[src/rtl/spi_regslave_pkg.sv]
package spi_regslave_pkg;
  // frame position: command byte, then write or read data bytes
  typedef enum logic [1:0] {
    PH_CMD   = 2'd0,
    PH_WDATA = 2'd1,
    PH_RDATA = 2'd2
  } frame_phase_e;
endpackage

[src/rtl/spi_sync.sv]
module spi_sync #(
  parameter int             W       = 3,
  parameter int             STAGES  = 2,
  parameter logic [W-1:0]   RST_VAL = '0
) (
  input  logic         clk,
  input  logic         rst_n,
  input  logic [W-1:0] d,
  output logic [W-1:0] q
);
  logic [STAGES-1:0][W-1:0] stg;

  always_ff @(posedge clk or negedge rst_n) begin
    if (!rst_n) begin
      for (int i = 0; i < STAGES; i++) stg[i] <= RST_VAL;
    end else begin
      stg[0] <= d;
      for (int i = 1; i < STAGES; i++) stg[i] <= stg[i-1];
    end
  end

  assign q = stg[STAGES-1];
endmodule

[src/rtl/spi_addr_map.sv]
module spi_addr_map #(
  parameter int                DATA_W   = 8,
  parameter int                ADDR_W   = 6,
  parameter logic [DATA_W-1:0] ID_VALUE = 8'hDA,
  parameter logic [ADDR_W-1:0] WR_LO    = 6'h0B,
  parameter logic [ADDR_W-1:0] WR_HI    = 6'h10,
  parameter logic [ADDR_W-1:0] RD_HI    = 6'h10
) (
  input  logic [ADDR_W-1:0] rd_addr,
  input  logic [DATA_W-1:0] ext_data,
  output logic [DATA_W-1:0] rd_byte,
  input  logic [ADDR_W-1:0] wr_addr,
  output logic              wr_ok
);
  always_comb begin
    if (rd_addr == '0)          rd_byte = ID_VALUE;
    else if (rd_addr <= RD_HI)  rd_byte = ext_data;
    else                        rd_byte = '0;
  end

  assign wr_ok = (wr_addr >= WR_LO) && (wr_addr <= WR_HI);
endmodule

[src/rtl/spi_frame.sv]
module spi_frame
  import spi_regslave_pkg::*;
#(
  parameter int DATA_W = 8,
  localparam int ADDR_W = DATA_W - 2,
  localparam int CNT_W  = $clog2(DATA_W)
) (
  input  logic              clk,
  input  logic              rst_n,
  input  logic              sck_s,
  input  logic              csn_s,
  input  logic              sdi_s,
  input  logic [DATA_W-1:0] rd_byte,
  output logic [ADDR_W-1:0] cur_addr,
  output logic              wr_cand,
  output logic [ADDR_W-1:0] wr_addr,
  output logic [DATA_W-1:0] wr_data,
  output logic              tx_bit,
  output logic              drive
);
  localparam logic [CNT_W-1:0] LAST_BIT = CNT_W'(DATA_W - 1);

  logic              sck_q;
  logic              sck_rise, sck_fall;
  frame_phase_e      phase;
  logic [CNT_W-1:0]  bit_cnt;
  logic [DATA_W-2:0] rx_sh;
  logic [DATA_W-1:0] rx_byte;
  logic [DATA_W-1:0] tx_sh;
  logic              inc_q;
  logic [ADDR_W-1:0] addr_q;

  assign sck_rise = sck_s & ~sck_q;
  assign sck_fall = ~sck_s & sck_q;
  assign rx_byte  = {rx_sh, sdi_s};

  always_ff @(posedge clk or negedge rst_n) begin
    if (!rst_n) begin
      sck_q   <= 1'b1;
      phase   <= PH_CMD;
      bit_cnt <= '0;
      rx_sh   <= '0;
      tx_sh   <= '0;
      inc_q   <= 1'b0;
      addr_q  <= '0;
      drive   <= 1'b0;
      wr_cand <= 1'b0;
      wr_addr <= '0;
      wr_data <= '0;
    end else begin
      sck_q   <= sck_s;
      wr_cand <= 1'b0;
      if (csn_s) begin
        // idle or aborted frame: forget any partial byte
        phase   <= PH_CMD;
        bit_cnt <= '0;
        drive   <= 1'b0;
      end else begin
        if (sck_rise) begin
          rx_sh   <= rx_byte[DATA_W-2:0];
          bit_cnt <= bit_cnt + 1'b1;
          if (bit_cnt == LAST_BIT) begin
            case (phase)
              PH_CMD: begin
                inc_q  <= rx_byte[DATA_W-2];
                addr_q <= rx_byte[ADDR_W-1:0];
                phase  <= rx_byte[DATA_W-1] ? PH_RDATA : PH_WDATA;
              end
              PH_WDATA: begin
                wr_cand <= 1'b1;
                wr_addr <= addr_q;
                wr_data <= rx_byte;
                if (inc_q) addr_q <= addr_q + 1'b1;
              end
              PH_RDATA: begin
                if (inc_q) addr_q <= addr_q + 1'b1;
              end
              default: phase <= PH_CMD;
            endcase
          end
        end
        if (sck_fall && phase == PH_RDATA) begin
          drive <= 1'b1;
          if (bit_cnt == '0) tx_sh <= rd_byte;
          else               tx_sh <= {tx_sh[DATA_W-2:0], 1'b0};
        end
      end
    end
  end

  assign cur_addr = addr_q;
  assign tx_bit   = tx_sh[DATA_W-1];
endmodule

[src/rtl/spi_regslave.sv]
module spi_regslave #(
  parameter int                DATA_W      = 8,
  parameter int                SYNC_STAGES = 2,
  parameter logic [DATA_W-1:0] ID_VALUE    = 8'hDA,
  parameter logic [5:0]        WR_LO       = 6'h0B,
  parameter logic [5:0]        WR_HI       = 6'h10,
  parameter logic [5:0]        RD_HI       = 6'h10,
  localparam int               ADDR_W      = DATA_W - 2
) (
  input  logic              clk,
  input  logic              rst_n,
  input  logic              three_wire,
  input  logic              spi_sck,
  input  logic              spi_csn,
  input  logic              spi_sio_i,
  output logic              spi_sio_o,
  output logic              spi_sio_oe,
  output logic              spi_sdo_o,
  output logic              spi_sdo_oe,
  output logic [ADDR_W-1:0] rf_rd_addr,
  input  logic [DATA_W-1:0] rf_rd_data,
  output logic              rf_wr_valid,
  output logic [ADDR_W-1:0] rf_wr_addr,
  output logic [DATA_W-1:0] rf_wr_data
);
  logic              csn_s, sck_s, sdi_s;
  logic [DATA_W-1:0] rd_byte;
  logic [ADDR_W-1:0] cur_addr;
  logic              wr_cand, wr_ok;
  logic [ADDR_W-1:0] wr_addr;
  logic [DATA_W-1:0] wr_data;
  logic              tx_bit, drive;

  spi_sync #(.W(3), .STAGES(SYNC_STAGES), .RST_VAL(3'b110)) u_sync (
    .clk   (clk),
    .rst_n (rst_n),
    .d     ({spi_csn, spi_sck, spi_sio_i}),
    .q     ({csn_s, sck_s, sdi_s})
  );

  spi_frame #(.DATA_W(DATA_W)) u_frame (
    .clk      (clk),
    .rst_n    (rst_n),
    .sck_s    (sck_s),
    .csn_s    (csn_s),
    .sdi_s    (sdi_s),
    .rd_byte  (rd_byte),
    .cur_addr (cur_addr),
    .wr_cand  (wr_cand),
    .wr_addr  (wr_addr),
    .wr_data  (wr_data),
    .tx_bit   (tx_bit),
    .drive    (drive)
  );

  spi_addr_map #(
    .DATA_W(DATA_W), .ADDR_W(ADDR_W), .ID_VALUE(ID_VALUE),
    .WR_LO(WR_LO), .WR_HI(WR_HI), .RD_HI(RD_HI)
  ) u_map (
    .rd_addr  (cur_addr),
    .ext_data (rf_rd_data),
    .rd_byte  (rd_byte),
    .wr_addr  (wr_addr),
    .wr_ok    (wr_ok)
  );

  assign rf_rd_addr  = cur_addr;
  assign rf_wr_valid = wr_cand & wr_ok;
  assign rf_wr_addr  = wr_addr;
  assign rf_wr_data  = wr_data;

  assign spi_sio_o   = tx_bit;
  assign spi_sdo_o   = tx_bit;
  assign spi_sio_oe  = drive & three_wire;
  assign spi_sdo_oe  = drive & ~three_wire;
endmodule

[config.mk]
export PLATFORM = sky130hd
export DESIGN_NAME = spi_regslave
export DESIGN_NICKNAME = d
export VERILOG_FILES = /design/src/rtl/spi_regslave_pkg.sv /design/src/rtl/spi_sync.sv /design/src/rtl/spi_addr_map.sv /design/src/rtl/spi_frame.sv /design/src/rtl/spi_regslave.sv
export SDC_FILE = /design/constraint.sdc
export NUM_CORES = 1
export LEC_CHECK = 0
export ABC_CLOCK_PERIOD_IN_PS = 2450
export CORE_UTILIZATION = 52
export CTS_CLUSTER_SIZE = 16
export DETAILED_ROUTE_END_ITERATION = 7
export PLACE_DENSITY = 0.75
export SYNTH_ARGS = -nofsm -noshare
export SYNTH_HDL_FRONTEND = slang
export SYNTH_SLANG_ARGS = --single-unit
[constraint.sdc]
create_clock -name clk -period 2.45 [get_ports clk]
set_input_delay 0.49 -clock clk [delete_from_list [all_inputs] [get_ports clk]]
set_output_delay 0.49 -clock clk [all_outputs]
set_load 0.02 [all_outputs]
# After elaboration in Yosys (flattened, before gate mapping)
# Cells that the tools add are included.
dict set report word_totals {
  input_bits 14
  reg_bits 50
  out_inout_bits 25
}
dict set report op_classes {
  n_eq_ne 5
  addsub 2
  n_reduce_logical 16
  magnitude_cmp 3
  mux 18
  bitwise_logic 9
}
# cell n
set ops {}
lappend ops {{two-way mux 8 bit} 3}
lappend ops {{less-or-equal comparator 6 x 5 -> 1 bit, second input constant} 2}
lappend ops {{one-hot mux 6 bit (2 select lines)} 1}
lappend ops {{two-way mux 2 bit} 4}
lappend ops {{AND reduction 4 bit} 2}
lappend ops {{nonzero test 2 bit} 4}
lappend ops {{adder 6 x 1 -> 6 bit, second input constant} 1}
lappend ops {{>= comparator 6 x 4 -> 1 bit, second input constant} 1}
lappend ops {{zero test 6 bit} 1}
lappend ops {{two-way mux 1 bit} 6}
lappend ops {{two-way mux 3 bit} 2}
lappend ops {{two-way mux 6 bit} 1}
lappend ops {{AND 1 bit} 5}
lappend ops {{AND reduction 5 bit} 1}
lappend ops {{inequality test 2 x 1 -> 1 bit, second input constant} 2}
lappend ops {{inverter 1 bit} 4}
lappend ops {{one-hot mux 2 bit (2 select lines)} 1}
lappend ops {{AND reduction 2 bit} 2}
lappend ops {{adder 3 x 1 -> 3 bit, second input constant} 1}
lappend ops {{== test 3 bit, second input constant} 1}
lappend ops {{zero test 3 bit} 1}
lappend ops {{AND reduction 3 bit} 1}
lappend ops {{== test 2 x 1 -> 1 bit, second input constant} 1}
lappend ops {{== test 2 bit, second input constant} 1}
lappend ops {{other kinds (3)} 4}

# Logic depth before layout (Yosys ltp)
dict set report depth {
  depth_word 6
  depth_mapped 7
}

# Modules after synthesis
# A second synthesis with hierarchy kept.
dict set report unflattened {
  cells_unflattened 215
  hier_area_um2 2521.2
}
# module instances cells_per_inst area_each_um2
set modules_own_cells {}
lappend modules_own_cells {spi_frame 1 169 2038.2}
lappend modules_own_cells {spi_addr_map 1 33 275.3}
lappend modules_own_cells {spi_sync 1 9 177.7}
lappend modules_own_cells {spi_regslave 1 4 30.0}

# Least setup slack after synthesis
# Ideal clock, no wire load.
dict set report synth_path {
  path_kind {reg2reg}
  start {register u_frame.addr_q[0] (netlist: u_frame.cur_addr[0])}
  end {register u_frame.tx_sh[2]}
  required_time_ns 2.384
  setup_time_ns 0.066
  setup_slack_ns 0.623
  n_path_buf 0
  synth_period_minus_slack_ns 1.827
  arrival_ns 1.761
  stages_incl_launch_ff 7
  path_cell_list {dfrtp_1 inv_1 ha_1 or3b_4 xnor2_2 nor4b_2 a221o_1}
}
dict set report synth_via {
  elab_chain_cells 4
  word_cells_on_any_way 5
  classes_between {order compare: 1; mux: 3; reduce/logical: 1}
}
# item line
set synth_rtl {}
lappend synth_rtl {{start: declaration} spi_frame.sv:31} ;# logic [ADDR_W-1:0] addr_q;
lappend synth_rtl {{start signal: assignment} spi_frame.sv:66} ;# addr_q <= rx_byte[ADDR_W-1:0];
lappend synth_rtl {{start signal: assignment} spi_frame.sv:73} ;# if (inc_q) addr_q <= addr_q + 1'b1;
lappend synth_rtl {{start signal: assignment} spi_frame.sv:76} ;# if (inc_q) addr_q <= addr_q + 1'b1;
lappend synth_rtl {{less-or-equal comparator 6 x 5 -> 1 bit} spi_addr_map.sv:17} ;# else if (rd_addr <= RD_HI) rd_byte = ext_data;
lappend synth_rtl {{two-way mux 8 bit} spi_addr_map.sv:17}
lappend synth_rtl {{two-way mux 8 bit (*)} spi_addr_map.sv:16} ;# if (rd_addr == '0) rd_byte = ID_VALUE;
lappend synth_rtl {{two-way mux 8 bit (*)} spi_frame.sv:84} ;# if (bit_cnt == '0) tx_sh <= rd_byte;
lappend synth_rtl {{end signal: assignment} spi_frame.sv:84}
lappend synth_rtl {{end signal: assignment} spi_frame.sv:85} ;# else tx_sh <= {tx_sh[DATA_W-2:0], 1'b0};
lappend synth_rtl {{end: declaration} spi_frame.sv:29} ;# logic [DATA_W-1:0] tx_sh;
# Mark *: on every way between the ends. The rest lies on a longest branch, timed or not.
# A chain may end at the register's enable or synchronous reset.

# Final worst setup path
dict set report layout_path {
  start {input port three_wire}
  end {output port spi_sio_oe}
}
dict set report layout_via {
  elab_chain_cells 1
}
# item line
set layout_rtl {}
lappend layout_rtl {{start: declaration} spi_regslave.sv:12} ;# input logic three_wire,
lappend layout_rtl {{AND 1 bit} spi_regslave.sv:74} ;# assign spi_sio_oe = drive & three_wire;
lappend layout_rtl {{end: declaration} spi_regslave.sv:17} ;# output logic spi_sio_oe,
# Every way passes these cells.

==> results.ini <==
[sta]
relSlewSlack_pct=37.1
fin_crit_sh_pct=88.7
whs_ps=322
setup_ws_ps=277
finClkSkew_ps=7.19
setup_viol=0
maxSlewViolCount=0
rsz0062_at_grt=false
setup_tns_ps=0
period_needed_ps=2170
fmax_mhz=460
tightest_slew_ps=943
hold_viol=0

[flow_run]
cap_violations=0

[worst_setup_path]
cp_top_family=buffers and inverters
cp_slowest_cell=clkdlybuf4s50_1
r2r-start=u_frame.cur_addr[0]$_DFFE_PN0P_
path_buf_inv=2
r2r_slack_ps=510
r2r_cells=6
path_cells=clkdlybuf4s50_1, and2_1, clkdlybuf4s50_1
crit_top_cell=clkdlybuf4s50_1
worstPathArrival_ps=1680
worstSetupPathType=primary input to primary output
cp_data_required_time_ps=1960
crit_fanout=2
end_kind=primary output
crit_path_start_kind=primary input
critPathMaxStageDelay_ps=590
rr_endpoint=u_frame.tx_sh[5]$_DFFE_PN0P_

[global_routing]
antenna_found_initial=0
overflow=0
grt_max_degree=45
track_usage_pct=21.0
grt_first_pass_wirelength_microns=7090
grt_pass1_vias=1579

[placed_design]
hpwl_microns=3060
place_inst=272
post-place-ws_ps=279
io_buffer_count=38
postPlaceCellArea_sq_mm=0.00276
routabilityCongestion=0.767

[logic_synthesis]
ys_seq_area_share_pct=54.3
synthesis.area_sq_mm=0.00232
synthFlopType=dfrtp_1
syn_inst=186
yosysWarnings=0
synth_fp_nets=208
postSynthAreaPerCell_sq_um=12.5
synth.ff_latch_count=50
async_flop_share_pct=100
synth_edf_count=0
synth_cell_types=43

[clock_network]
tritoncts=built
cts.sinks=50
cts_buffer_depth=2
htreeDepth=2
cts_post_setup_buffers_inserted=0
cts-root-buf=clkbuf_8
ctsHoldBuffers=0
cts_made_buffers=5
clk_latency_ps=300
cts.clk_slew.worst_paths_ps=90

[cells_and_area]
multi_input_area_sq_um=990
syn_to_final_growth_pct=23.9
regArea_sq_mm=0.00126
fin_nets=251
final_area_sq_mm=0.00287
n_antenna_cell=0
layout.cells.non_filler=280
n_fill_cell=309
drive_above_1_share_pct=23.9

[worst_hold_path]
hp-class=primary input to asynchronous set/reset pin

[detailed_routing]
wl_microns=4260
ant_nets=0
vias=1545
avgViaCountPerCell=5.52
drtIter0Drc=68
detail_route.wl_per_cell_microns=15.2
drtPass1Iterations=4
drc=0

[floorplan]
die_area_sq_mm=0.00473
initial_core_util_pct=55.9
die_x_microns=68.8
die_y_microns=68.8
core_sq_mm=0.00414
row_count=23
pin_count=39

[pwr]
p_leak_nw=1.30
peakVddDrop_mv=0.346
power_density_mw_per_mm2=564

[outcome]
run_status=finished, final reports clean

==> cell families after synthesis <==
logic type	synth area share, %
fa+ha+maj	4.32
mux	14.0
buf+inv	3.02
xor+xnor	1.08
flops	54.3
compound gates	10.6
simple gates	12.7
==> synth_stat cells (2+ instances only) <==
| cell type | count | area (sq um) |
|---|---|---|
| buf_2 | 5 | 25.0 |
| a22o_1 | 2 | 17.5 |
| a221o_1 | 2 | 20.0 |
| a21oi_1 | 9 | 45.0 |
| dfrtp_1 | 45 | 1130 |
| mux2i_1 | 7 | 70.1 |
| o31ai_2 | 5 | 62.6 |
| inv_1 | 8 | 30.0 |
| nand3_1 | 4 | 20.0 |
| ha_1 | 8 | 100 |
| nor2_1 | 15 | 56.3 |
| o21ai_0 | 4 | 20.0 |
| o211ai_1 | 2 | 15.0 |
| mux2_2 | 16 | 180 |
| dfstp_2 | 5 | 131 |
| mux2_4 | 5 | 75.1 |
| nor3b_1 | 5 | 37.5 |
| a31oi_1 | 2 | 12.5 |
| nand2_1 | 13 | 48.8 |
==> cell usage in the layout, fill, tap and decap left out, drive strengths merged, types with 2 or more instances in the layout <==
cell type / netlist / layout
a21oi: 10 / 10
a221o: 2 / 2
a22o: 2 / 2
a31oi: 2 / 2
buf: 7 / 7
clkbuf: 1 / 5
clkdlybuf4s50: 0 / 36
clkinv: 0 / 2
dfrtp: 45 / 45
dfstp: 5 / 5
ha: 8 / 8
inv: 8 / 8
mux2: 21 / 21
mux2i: 7 / 7
nand2: 13 / 13
nand3: 5 / 5
nor2: 15 / 15
nor3b: 6 / 6
nor4b: 2 / 2
o211ai: 2 / 2
o21ai: 4 / 4
o31ai: 6 / 6
xnor2: 2 / 2
==> worst max path at each step <==
| stage | start | endpoint | slack, ps | depth (start not counted) |
|---|---|---|---|---|
| finish | three_wire | spi_sio_oe | 280 | 3 |
| global route | three_wire | spi_sio_oe | 250 | 3 |
| CTS | u_frame.wr_addr[0]$_DFFE_PN0P_ | rf_wr_valid | 60 | 5 |
| detailed placement | three_wire | spi_sio_oe | 280 | 3 |
| global placement | three_wire | spi_sio_oe | 290 | 3 |
| floorplan | u_frame.cur_addr[0]$_DFFE_PN0P_ | u_frame.tx_sh[2]$_DFFE_PN0P_ | 620 | 6 |
==> area by class of cell <==
class / count / share of cell area, %
clock buffer: 5 / 2.40
clock inverter: 3 / 1.39
inverter: 8 / 1.05
multi-input combinational: 120 / 34.5
sequential: 50 / 43.8
tap: 50 / 2.18
timing repair buffer: 44 / 14.7
==> routing by layer <==
metal,part of all wire (%),vias up,track usage (%)
li1,-,745,-
met1,46,757,24.9
met2,48,36,35.9
met3,4.5,7,4.11
met4,1.4,0,11.0
met5,0,-,0
==> metrics by stage <==
stage / total power (W) / utilization [%]
after detailed placement: 0.00108 / 66.6
after global routing: 0.00170 / 69.3
after CTS: 0.00165 / 69.2
after global placement: 0.00106 / 66.6
final: 0.00162 / 69.3
after floorplan: 0.00100 / -
==> state kept, by name, summed over array words and instances, names as in the netlist <==
register,count
u_frame.sck_q,1
u_frame.drive,1
u_frame.cur_addr,6
u_frame.wr_data,8
u_frame.wr_addr,6
u_sync.q,3
u_frame.tx_sh,8
u_sync.stg,3
u_frame.wr_cand,1
u_frame.phase,2
u_frame.rx_sh,7
u_frame.inc_q,1
u_frame.bit_cnt,3
==> worst reg2reg max path, stage by stage, from the launching register on <==
cell     delay (ps)
dfrtp_1         430
inv_1           110
ha_1            150
or3b_4          420
xnor2_2         150
nor4b_2         410
a221o_1         220
==> repair_timing <==
item,CTS,global route
setup endpoints to repair,0,1
resized for setup,0,1
hold endpoints to repair,0,0
==> where the power goes <==
group          leakage [nW]  total [W]  internal (W)  switching [W]
logic                 0.600   0.000117     0.0000695      0.0000473
clock network        0.0579   0.000562      0.000300       0.000262
registers             0.639   0.000941      0.000883      0.0000585
total                  1.30    0.00162       0.00125       0.000368
Power figures use the tool's default switching activity.
